===== src/rtl/xfer_pkg.sv =====
package xfer_pkg;
  typedef enum logic [3:0] {
    ST_IDLE, ST_FRD, ST_FCAP, ST_CHK, ST_MRD,
    ST_MWR, ST_UPD, ST_WBS, ST_WBC, ST_FIN
  } xfer_st_e;

  typedef enum logic [1:0] {
    XM_SINGLE = 2'b00,
    XM_CYCLIC = 2'b01,
    XM_BURST  = 2'b10,
    XM_BAD    = 2'b11
  } xfer_md_e;

  localparam logic [1:0] SZ_BAD = 2'b11;
  localparam int unsigned REC_WORDS = 5;
  localparam int unsigned W_MODE = 0;
  localparam int unsigned W_SRC  = 1;
  localparam int unsigned W_DST  = 2;
  localparam int unsigned W_CNT  = 3;
  localparam int unsigned W_RSRC = 4;
endpackage


===== src/rtl/xfer_rst_sync.sv =====
module xfer_rst_sync (
  input  logic clk,
  input  logic rst_n,
  output logic rst_ns
);
  logic [1:0] sync_q;

  always_ff @(posedge clk or negedge rst_n) begin
    if (!rst_n) sync_q <= 2'b00;
    else        sync_q <= {sync_q[0], 1'b1};
  end

  assign rst_ns = sync_q[1];
endmodule


===== src/rtl/xfer_pending.sv =====
module xfer_pending #(
  parameter int unsigned W = 3
) (
  input  logic clk,
  input  logic rst_n,
  input  logic push_i,
  input  logic pop_i,
  output logic nz_o
);
  logic [W-1:0] cnt_q, cnt_d;

  always_comb begin
    cnt_d = cnt_q;
    unique case ({push_i, pop_i})
      2'b10:   if (cnt_q != '1) cnt_d = cnt_q + W'(1);
      2'b01:   cnt_d = cnt_q - W'(1);
      default: cnt_d = cnt_q;
    endcase
  end

  always_ff @(posedge clk or negedge rst_n) begin
    if (!rst_n) cnt_q <= '0;
    else        cnt_q <= cnt_d;
  end

  assign nz_o = |cnt_q;
endmodule


===== src/rtl/xfer_step.sv =====
module xfer_step #(
  parameter int unsigned AW = 32
) (
  input  logic [AW-1:0] addr_i,
  input  logic [1:0]    sz_i,
  input  logic [1:0]    sm_i,
  output logic [AW-1:0] addr_o
);
  logic [AW-1:0] step;

  always_comb begin
    step = AW'(1) << sz_i;
    if (!sm_i[1])     addr_o = addr_i;
    else if (sm_i[0]) addr_o = addr_i - step;
    else              addr_o = addr_i + step;
  end
endmodule


===== src/rtl/xfer_engine.sv =====
module xfer_engine
  import xfer_pkg::*;
#(
  parameter int unsigned    AW        = 32,
  parameter int unsigned    DW        = 32,
  parameter int unsigned    PEND_W    = 3,
  parameter int unsigned    LEN_W     = 8,
  parameter logic [AW-1:0]  DESC_BASE = '0
) (
  input  logic          clk,
  input  logic          rst_n,
  input  logic          req_i,
  output logic          busy_o,
  output logic          done_o,
  output logic          err_o,
  output logic          dm_req_o,
  output logic          dm_we_o,
  output logic [AW-1:0] dm_addr_o,
  output logic [DW-1:0] dm_wdata_o,
  input  logic [DW-1:0] dm_rdata_i,
  output logic          bus_req_o,
  output logic          bus_we_o,
  output logic [1:0]    bus_size_o,
  output logic [AW-1:0] bus_addr_o,
  output logic [DW-1:0] bus_wdata_o,
  input  logic [DW-1:0] bus_rdata_i
);
  localparam int unsigned CW    = DW / 2;
  localparam int unsigned IDX_W = $clog2(REC_WORDS);
  localparam logic [IDX_W-1:0] IDX_LAST = IDX_W'(REC_WORDS - 1);

  logic rst_ns, pend_nz, pop;
  xfer_st_e st_q, st_d;
  logic [IDX_W-1:0] idx_q, idx_d;
  logic wbd_q, wbd_d, fin_done_q, fin_done_d;
  logic [1:0] sm_q, sm_d, sz_q, sz_d;
  xfer_md_e md_q, md_d;
  logic [LEN_W-1:0] len_q, len_d, left_q, left_d;
  logic [AW-1:0] src_q, src_d, dst_q, dst_d, rsrc_q, rsrc_d, src_nxt;
  logic [CW-1:0] cnt_q, cnt_d, rcnt_q, rcnt_d, cnt_dec;
  logic bad;

  xfer_rst_sync u_rst (.clk(clk), .rst_n(rst_n), .rst_ns(rst_ns));

  assign pop = (st_q == ST_IDLE) && pend_nz;
  xfer_pending #(.W(PEND_W)) u_pend (
    .clk(clk), .rst_n(rst_ns), .push_i(req_i), .pop_i(pop), .nz_o(pend_nz)
  );

  xfer_step #(.AW(AW)) u_step (
    .addr_i(src_q), .sz_i(sz_q), .sm_i(sm_q), .addr_o(src_nxt)
  );

  assign bad     = (sz_q == SZ_BAD) || (md_q == XM_BAD);
  assign cnt_dec = cnt_q - CW'(1);

  always_comb begin
    st_d = st_q;  idx_d = idx_q;  wbd_d = wbd_q;  sm_d = sm_q;  sz_d = sz_q;
    md_d = md_q;  len_d = len_q;  left_d = left_q; src_d = src_q; dst_d = dst_q;
    rsrc_d = rsrc_q; cnt_d = cnt_q; rcnt_d = rcnt_q; fin_done_d = fin_done_q;
    dm_req_o = 1'b0; dm_we_o = 1'b0; dm_wdata_o = '0;
    dm_addr_o = DESC_BASE + AW'({idx_q, 2'b00});
    bus_req_o = 1'b0; bus_we_o = 1'b0; bus_addr_o = src_q; bus_wdata_o = '0;
    err_o = 1'b0; done_o = 1'b0;
    unique case (st_q)
      ST_IDLE: if (pend_nz) begin idx_d = '0; st_d = ST_FRD; end
      ST_FRD: begin dm_req_o = 1'b1; st_d = ST_FCAP; end
      ST_FCAP: begin
        unique case (idx_q)
          IDX_W'(W_MODE): begin
            wbd_d = dm_rdata_i[0];  sm_d = dm_rdata_i[3:2];
            sz_d  = dm_rdata_i[5:4]; md_d = xfer_md_e'(dm_rdata_i[7:6]);
            len_d = dm_rdata_i[8 +: LEN_W];
          end
          IDX_W'(W_SRC): src_d = AW'(dm_rdata_i);
          IDX_W'(W_DST): dst_d = AW'(dm_rdata_i);
          IDX_W'(W_CNT): begin cnt_d = dm_rdata_i[CW-1:0]; rcnt_d = dm_rdata_i[DW-1:CW]; end
          default:       rsrc_d = AW'(dm_rdata_i);
        endcase
        if (idx_q == IDX_LAST) st_d = ST_CHK;
        else begin idx_d = idx_q + IDX_W'(1); st_d = ST_FRD; end
      end
      ST_CHK: begin
        fin_done_d = 1'b0;
        left_d = (md_q == XM_BURST) ? len_q : LEN_W'(1);
        if (bad) begin err_o = 1'b1; st_d = ST_IDLE; end
        else st_d = ST_MRD;
      end
      ST_MRD: begin bus_req_o = 1'b1; st_d = ST_MWR; end
      ST_MWR: begin
        bus_req_o = 1'b1; bus_we_o = 1'b1; bus_addr_o = dst_q;
        bus_wdata_o = bus_rdata_i;
        src_d  = src_nxt;
        left_d = left_q - LEN_W'(1);
        st_d   = (left_q == LEN_W'(1)) ? ST_UPD : ST_MRD;
      end
      ST_UPD: begin
        cnt_d = cnt_dec;
        if (md_q == XM_CYCLIC) begin
          if (cnt_dec == '0) begin cnt_d = rcnt_q; src_d = rsrc_q; end
        end else fin_done_d = (cnt_dec == '0);
        if (wbd_q)          st_d = ST_FIN;
        else if (sm_q[1])   st_d = ST_WBS;
        else                st_d = ST_WBC;
      end
      ST_WBS: begin
        dm_req_o = 1'b1; dm_we_o = 1'b1; dm_wdata_o = DW'(src_q);
        dm_addr_o = DESC_BASE + AW'(4 * W_SRC); st_d = ST_WBC;
      end
      ST_WBC: begin
        dm_req_o = 1'b1; dm_we_o = 1'b1; dm_wdata_o = {rcnt_q, cnt_q};
        dm_addr_o = DESC_BASE + AW'(4 * W_CNT); st_d = ST_FIN;
      end
      default: begin done_o = fin_done_q; st_d = ST_IDLE; end
    endcase
  end

  assign busy_o     = (st_q != ST_IDLE) || pend_nz;
  assign bus_size_o = sz_q;

  always_ff @(posedge clk or negedge rst_ns) begin
    if (!rst_ns) begin
      st_q <= ST_IDLE; idx_q <= '0; wbd_q <= 1'b0; sm_q <= '0; sz_q <= '0;
      md_q <= XM_SINGLE; len_q <= '0; left_q <= '0; src_q <= '0; dst_q <= '0;
      rsrc_q <= '0; cnt_q <= '0; rcnt_q <= '0; fin_done_q <= 1'b0;
    end else begin
      st_q <= st_d; idx_q <= idx_d; wbd_q <= wbd_d; sm_q <= sm_d; sz_q <= sz_d;
      md_q <= md_d; len_q <= len_d; left_q <= left_d; src_q <= src_d;
      dst_q <= dst_d; rsrc_q <= rsrc_d; cnt_q <= cnt_d; rcnt_q <= rcnt_d;
      fin_done_q <= fin_done_d;
    end
  end
endmodule


===== config.mk =====
export PLATFORM = sky130hd
export DESIGN_NAME = xfer_engine
export DESIGN_NICKNAME = d
export VERILOG_FILES = /design/src/rtl/xfer_pkg.sv /design/src/rtl/xfer_rst_sync.sv /design/src/rtl/xfer_pending.sv /design/src/rtl/xfer_step.sv /design/src/rtl/xfer_engine.sv
export SDC_FILE = /design/constraint.sdc
export NUM_CORES = 1
export LEC_CHECK = 0
export ABC_AREA = 1
export BUFFER_PORTS_ARGS = -buffer_cell sky130_fd_sc_hd__buf_2
export CORE_MARGIN = 2
export CORE_UTILIZATION = 58
export DETAILED_ROUTE_END_ITERATION = 6
export PLACE_DENSITY = 0.82
export SETUP_SLACK_MARGIN = 0.02
export SLEW_MARGIN = 10
export SYNTH_ARGS = -nofsm -noshare
export SYNTH_HDL_FRONTEND = slang
export SYNTH_HIERARCHICAL = 1
export SYNTH_SLANG_ARGS = --single-unit

===== constraint.sdc =====
create_clock -name clk -period 6.18 [get_ports clk]
set_input_delay 0.618 -clock clk [delete_from_list [all_inputs] [get_ports clk]]
set_output_delay 0.618 -clock clk [all_outputs]
set_load 0.005 [all_outputs]

# ---- Word level (Yosys, flattened, before mapping)
# Index checks and enable logic that the tools add are counted.
dict set report totals {
  regBits 164
  latchBits 0
  ram_bits 0
  rom_bits 0
  inputBits 67
  output_inout_bits 137
  elab_cells 119
  mem_count 0
}
dict set report classes {
  n_addsub 7
  mul 0
  div_mod_pow 0
  order_cmp 0
  n_eq_ne 29
  shifts 1
  n_mux 37
  bitwise_logic 1
  n_reduce_logical 28
}
# operator n
set ops {}
lappend ops {{$mux 32} 7}
lappend ops {{$pmux 32 s3} 1}
lappend ops {{$pmux 32 s2} 1}
lappend ops {{$mux 16} 3}
lappend ops {{$pmux 4 s9} 1}
lappend ops {{$add 32x32->32} 1}
lappend ops {{$pmux 16 s2} 1}
lappend ops {{$shl 1x2->32 const A} 1}
lappend ops {{$sub 32x32->32} 1}
lappend ops {{$eq 4x3->1 const B} 4}
lappend ops {{$logic_not 16->1} 1}
lappend ops {{$pmux 8 s2} 1}
lappend ops {{$sub 16x1->16 const B} 1}
lappend ops {{$reduce_and 2->1} 7}
lappend ops {{$mux 3} 4}
lappend ops {{$mux 4} 3}
lappend ops {{$ne 2x2->1 const B} 6}
lappend ops {{$pmux 3 s2} 2}
lappend ops {{$pmux 5 s2} 1}
lappend ops {{$reduce_bool 2->1} 5}
lappend ops {{$reduce_or 9->1} 1}
lappend ops {{$eq 2x2->1 const B} 4}
lappend ops {{$eq 4x2->1 const B} 2}
lappend ops {{$eq 8x1->1 const B} 1}
lappend ops {{27 further kinds} 43}

# ---- Logic depth before layout (Yosys ltp)
dict set report depth {
  ltp_word 5
  ltp_mapped 18
  depth_no_buf 18
}

# ---- Modules after synthesis
# Netlist, hierarchy kept.
# module n_inst cells_each area_per_inst_um2 seq_area_each_um2
set modules_own_cells {}
lappend modules_own_cells {xfer_engine 1 1208 9072.5 3978.8}
lappend modules_own_cells {xfer_step 1 516 2576.2 0.0}
lappend modules_own_cells {xfer_pending 1 28 207.7 75.1}
lappend modules_own_cells {xfer_rst_sync 1 3 53.8 50.0}

# ---- Least setup slack after synthesis
# OpenSTA, ideal clock, no wires.
dict set report synth_path {
  kind {reg2reg}
  from {reg sm_q[0]}
  to {reg src_q[27]}
  setup_time_ps 128
  arrival_time_ps 2348
  required_time_ps 6052
  slack_ps 3704
  stages_incl_launch_ff 15
  n_path_buf 1
  synth_period_minus_slack_ps 2476
  cell_sequence {dfrtp_1 clkbuf_1 ha_1 nand2_1 inv_1 a21oi_1 inv_1 nand2_1 nand3b_2 nand2_1 nand3_1 nand3_1 nand2_1 a221oi_1 o21ai_2}
}
dict set report synth_between {
  elab_chain_cells 3
}
# item line_no
set synth_rtl {}
lappend synth_rtl {{start: declaration} xfer_engine.sv:36} ;# logic [1:0] sm_q, sm_d, sz_q, sz_d;
lappend synth_rtl {{start signal: assignment} xfer_engine.sv:127} ;# st_q <= st_d; idx_q <= idx_d; wbd_q <= wbd_d; sm_q <= sm_d; sz_q <= sz_d;
lappend synth_rtl {{$mux 32} xfer_step.sv:14} ;# else if (sm_i[0]) addr_o = addr_i - step;
lappend synth_rtl {{$mux 32} xfer_step.sv:13} ;# if (!sm_i[1]) addr_o = addr_i;
lappend synth_rtl {{via src_nxt[27]} xfer_engine.sv:39} ;# logic [AW-1:0] src_q, src_d, dst_q, dst_d, rsrc_q, rsrc_d, src_nxt;
lappend synth_rtl {{$pmux 32 s3} xfer_engine.sv:65} ;# unique case (st_q)
lappend synth_rtl {{end signal: assignment} xfer_engine.sv:128} ;# md_q <= md_d; len_q <= len_d; left_q <= left_d; src_q <= src_d;
lappend synth_rtl {{end: declaration} xfer_engine.sv:39}
# The timed path passes the listed nets, and every way through them passes these cells. The select of a mux whose other input is x is not followed.
# A chain may end at the register's enable or synchronous reset.

# ---- Final worst setup path
dict set report layout_path {
  from {reg st_q[0]}
  to {out bus_addr_o[26]}
}
dict set report layout_between {
  elab_chain_cells 2
}
# item line_no
set layout_rtl {}
lappend layout_rtl {{start: declaration} xfer_engine.sv:33} ;# xfer_st_e st_q, st_d;
lappend layout_rtl {{start signal: assignment} xfer_engine.sv:127}
lappend layout_rtl {{$eq 4x3->1} xfer_engine.sv:65}
lappend layout_rtl {{$mux 32} xfer_engine.sv:65}
lappend layout_rtl {{end: declaration} xfer_engine.sv:24} ;# output logic [AW-1:0] bus_addr_o,
# Every way passes these cells.

==> impl_metrics.yaml <==
timing:
  fin_setup_tns_ns: 0
  finClkSkew_ns: 0.01119
  timing.final.crit_share: 0.6065
  min_period_ns: 3.748
  fmaxAchievable_mhz: 266.8
  setup_violations: 0
  whs_ns: 0.2807
  tightest_slew_ns: 1.150
  setup_slack_ns: 2.432
  drv_slew: 0
  hold_viol: 0
  relSlewSlack: 0.2333
  grt_setup_unrepaired: "no"
global_routing:
  grt_pass1_vias: 11130
  grt_max_degree: 76
  grt_usage: 0.3429
  antenna_found_initial: 0
  grt_pass1_wl_mm: 58.51
  globalRouteOverflowTotal: 0
worst_setup_path:
  path_max_fanout: 65
  critical_path_arrival_ns: 3.13
  cp_slowest_stage_delay_ns: 0.87
  required_ns: 5.56
  rr_worst_depth: 10
  cpMaxStageDelayCell: "inv_2"
  crit_type: "flop to primary output"
  crit_path_end_kind: "primary output"
  crit_chain: "inv_1 -> nor2_1 -> nand2_2 -> buf_4 -> inv_2 -> buf_4 -> nand2_1 -> nand2_1 -> buf_2"
  critPathLaunchType: "flop"
synth:
  synth_top_area_cell: "dfrtp_1"
  syn_area_mm2: 0.01191
  synth.area.top_cells: "dfrtp_1, nand2_1, o21ai_0"
  ys_seq_area_frac: 0.3446
  synth_ff_type: "dfrtp_1"
  synthDistinctLibCells: 47
  yosysMostFrequentCell: "nand2_1"
  async_reset_ff_frac: 1.000
  synth_edf_count: 0
  synth_top_cell_area_share: 0.3446
  syn-mean-instance-area_um2: 6.786
  yosys_register_bits: 164
  yosysWarnings: 6
  syn_inst: 1755
  synthTopCellsByCount: "nand2_1, inv_1, o21ai_0"
floorplanning:
  die_area_mm2: 0.02170
  start_util: 0.5905
  core_area_mm2: 0.02017
  rows: 52
  dieWidth_um: 147.3
  pin_count: 204
  die_y_um: 147.3
layout:
  utilization: 0.6619
  nets: 1996
  layout-drive-gt1-share: 0.1820
  multi_input_area_mm2: 0.006470
  final_area_mm2: 0.01335
  seqCellArea_mm2: 0.004108
  n_fill_cell: 1808
  antennaDiodeCount: 0
  finalNonFillerCells: 2171
  syn_to_final_growth_pct: 12.09
placed_design:
  place_congestion: 1.039
  placed_cell_area_mm2: 0.01278
  dp_cells: 2138
  place_ws_ns: 2.774
  hpwl_mm: 27.57
  portBuffers: 174
outcome:
  status: "complete, no violations"
route:
  antenna_left: 0
  drt-total-wl_mm: 37.27
  drcViolationCount: 0
  vias_per_cell: 5.618
  vias: 12200
  drt_pass1_iterations: 6
  first_iter_violations: 1181
  routedWlPerCell_um: 17.17
power:
  power_leakage_nw: 7.264
  max-vdd-ir-drop_v: 0.0003686
  cellPowerDensity_mw_per_mm2: 569.9
  total_power_mw: 7.608
cts:
  cts_tree: "built"
  htreeDepth: 4
  clk_latency_ns: 0.44
  ctsResizeCount: 0
  clk_pin_slew_ns: 0.07
  clk_path_buf_depth: 2
  cts.sinks: 164
  numCtsBuffers: 17
  post_cts_buffers: 0
  clock-root-buffer: "clkbuf_16"
hold_path:
  hp-class: "flop to asynchronous set/reset pin"
flow_run:
  cap_violations: 0
## power breakdown
| part | switching, mW | internal (mW) |
|---|---|---|
| Sequential | 0.598 | 1.59 |
| Clock | 0.466 | 0.553 |
| Combinational | 2.84 | 1.56 |
## cells in the final DEF (no fill, tap or decap), types with 3 or more instances in the layout
cell type and instances:
buf_2 174, clkbuf_8 3, nand3_1 77, nand3b_1 6, and2_1 3, nand2_1 498
inv_2 12, nand4_1 22, nand2_2 50, o21ai_0 176, inv_1 231, inv_6 3
o21ai_2 32, xnor2_1 15, dfrtp_1 163, o21bai_1 5, a31oi_1 4, nor3_1 8
nor2_2 13, clkbuf_16 17, nand3_2 4, ha_1 39, conb_1 30, xor2_1 5
o22ai_1 5, o21ai_1 12, a21oi_1 44, o211ai_1 3, a21oi_2 5, buf_4 10
nor2_1 166, nor2_4 4, a221oi_1 33, clkinv_4 5, clkinvlp_4 3
## flip-flops by register name, summed over array words and instances, names as in the netlist
register	cells
dst_q	32
rsrc_q	32
src_q	32
cnt_q	16
rcnt_q	16
left_q	8
len_q	8
st_q	4
idx_q	3
u_pend/cnt_q	3
bus_size_o	2
md_q	2
sm_q	2
u_rst/sync_q	2
fin_done_q	1
wbd_q	1
## final timing paths
check | to | slack [ns] | startpoint
max | bus_addr_o[26] | 2.43 | st_q[0]
min | rcnt_q[6] | 0.28 | u_rst/sync_q[1]
max reg2reg | src_q[1] | 2.60 | st_q[0]
min reg2reg | rcnt_q[6] | 0.28 | u_rst/sync_q[1]
max in group asynchronous | dst_q[7] | 4.56 | u_rst/sync_q[1]
min in group clk | u_rst/sync_q[1] | 0.37 | u_rst/sync_q[0]
## worst max-delay path, delay by kind of cell, from the launching register on
family | cells | cell delay, ns
flops | 1 | 0.46
simple gates | 4 | 0.38
buf+inv | 5 | 1.78
## final cells by class
class,count,area share
well taps,270,0.02530
multi-input cells,1276,0.4846
inverters,244,0.06860
flip-flops and latches,164,0.3077
clock inverters,11,0.006935
repair buffers,185,0.07160
clock buffers,21,0.03524
## logic make-up after synthesis
family | Yosys count | synth area share
AND/OR/NAND/NOR | 862 | 0.3124
XOR/XNOR | 20 | 0.01471
flip-flops | 164 | 0.3446
buffers and inverters | 343 | 0.1219
AO/OA/AOI/OAI | 323 | 0.1615
other | 2 | 0.0006306
adder cells (fa/ha/maj) | 41 | 0.04433
## per-layer routing
metal	GRT usage	routed length [um]	up-vias
li1	-	-	5803
met1	0.4442	15110	5581
met2	0.5640	17190	679
met3	0.06056	3112	134
met4	0.1553	1857	0
met5	0	0	-
## what timing repair did
item / 4_1_cts / 5_1_grt
endpoints found under the hold margin: 2 / 0
setup endpoints to repair: 0 / 0
hold buffers: 1 / 0
No activity file was read; power rests on OpenSTA's default activity.
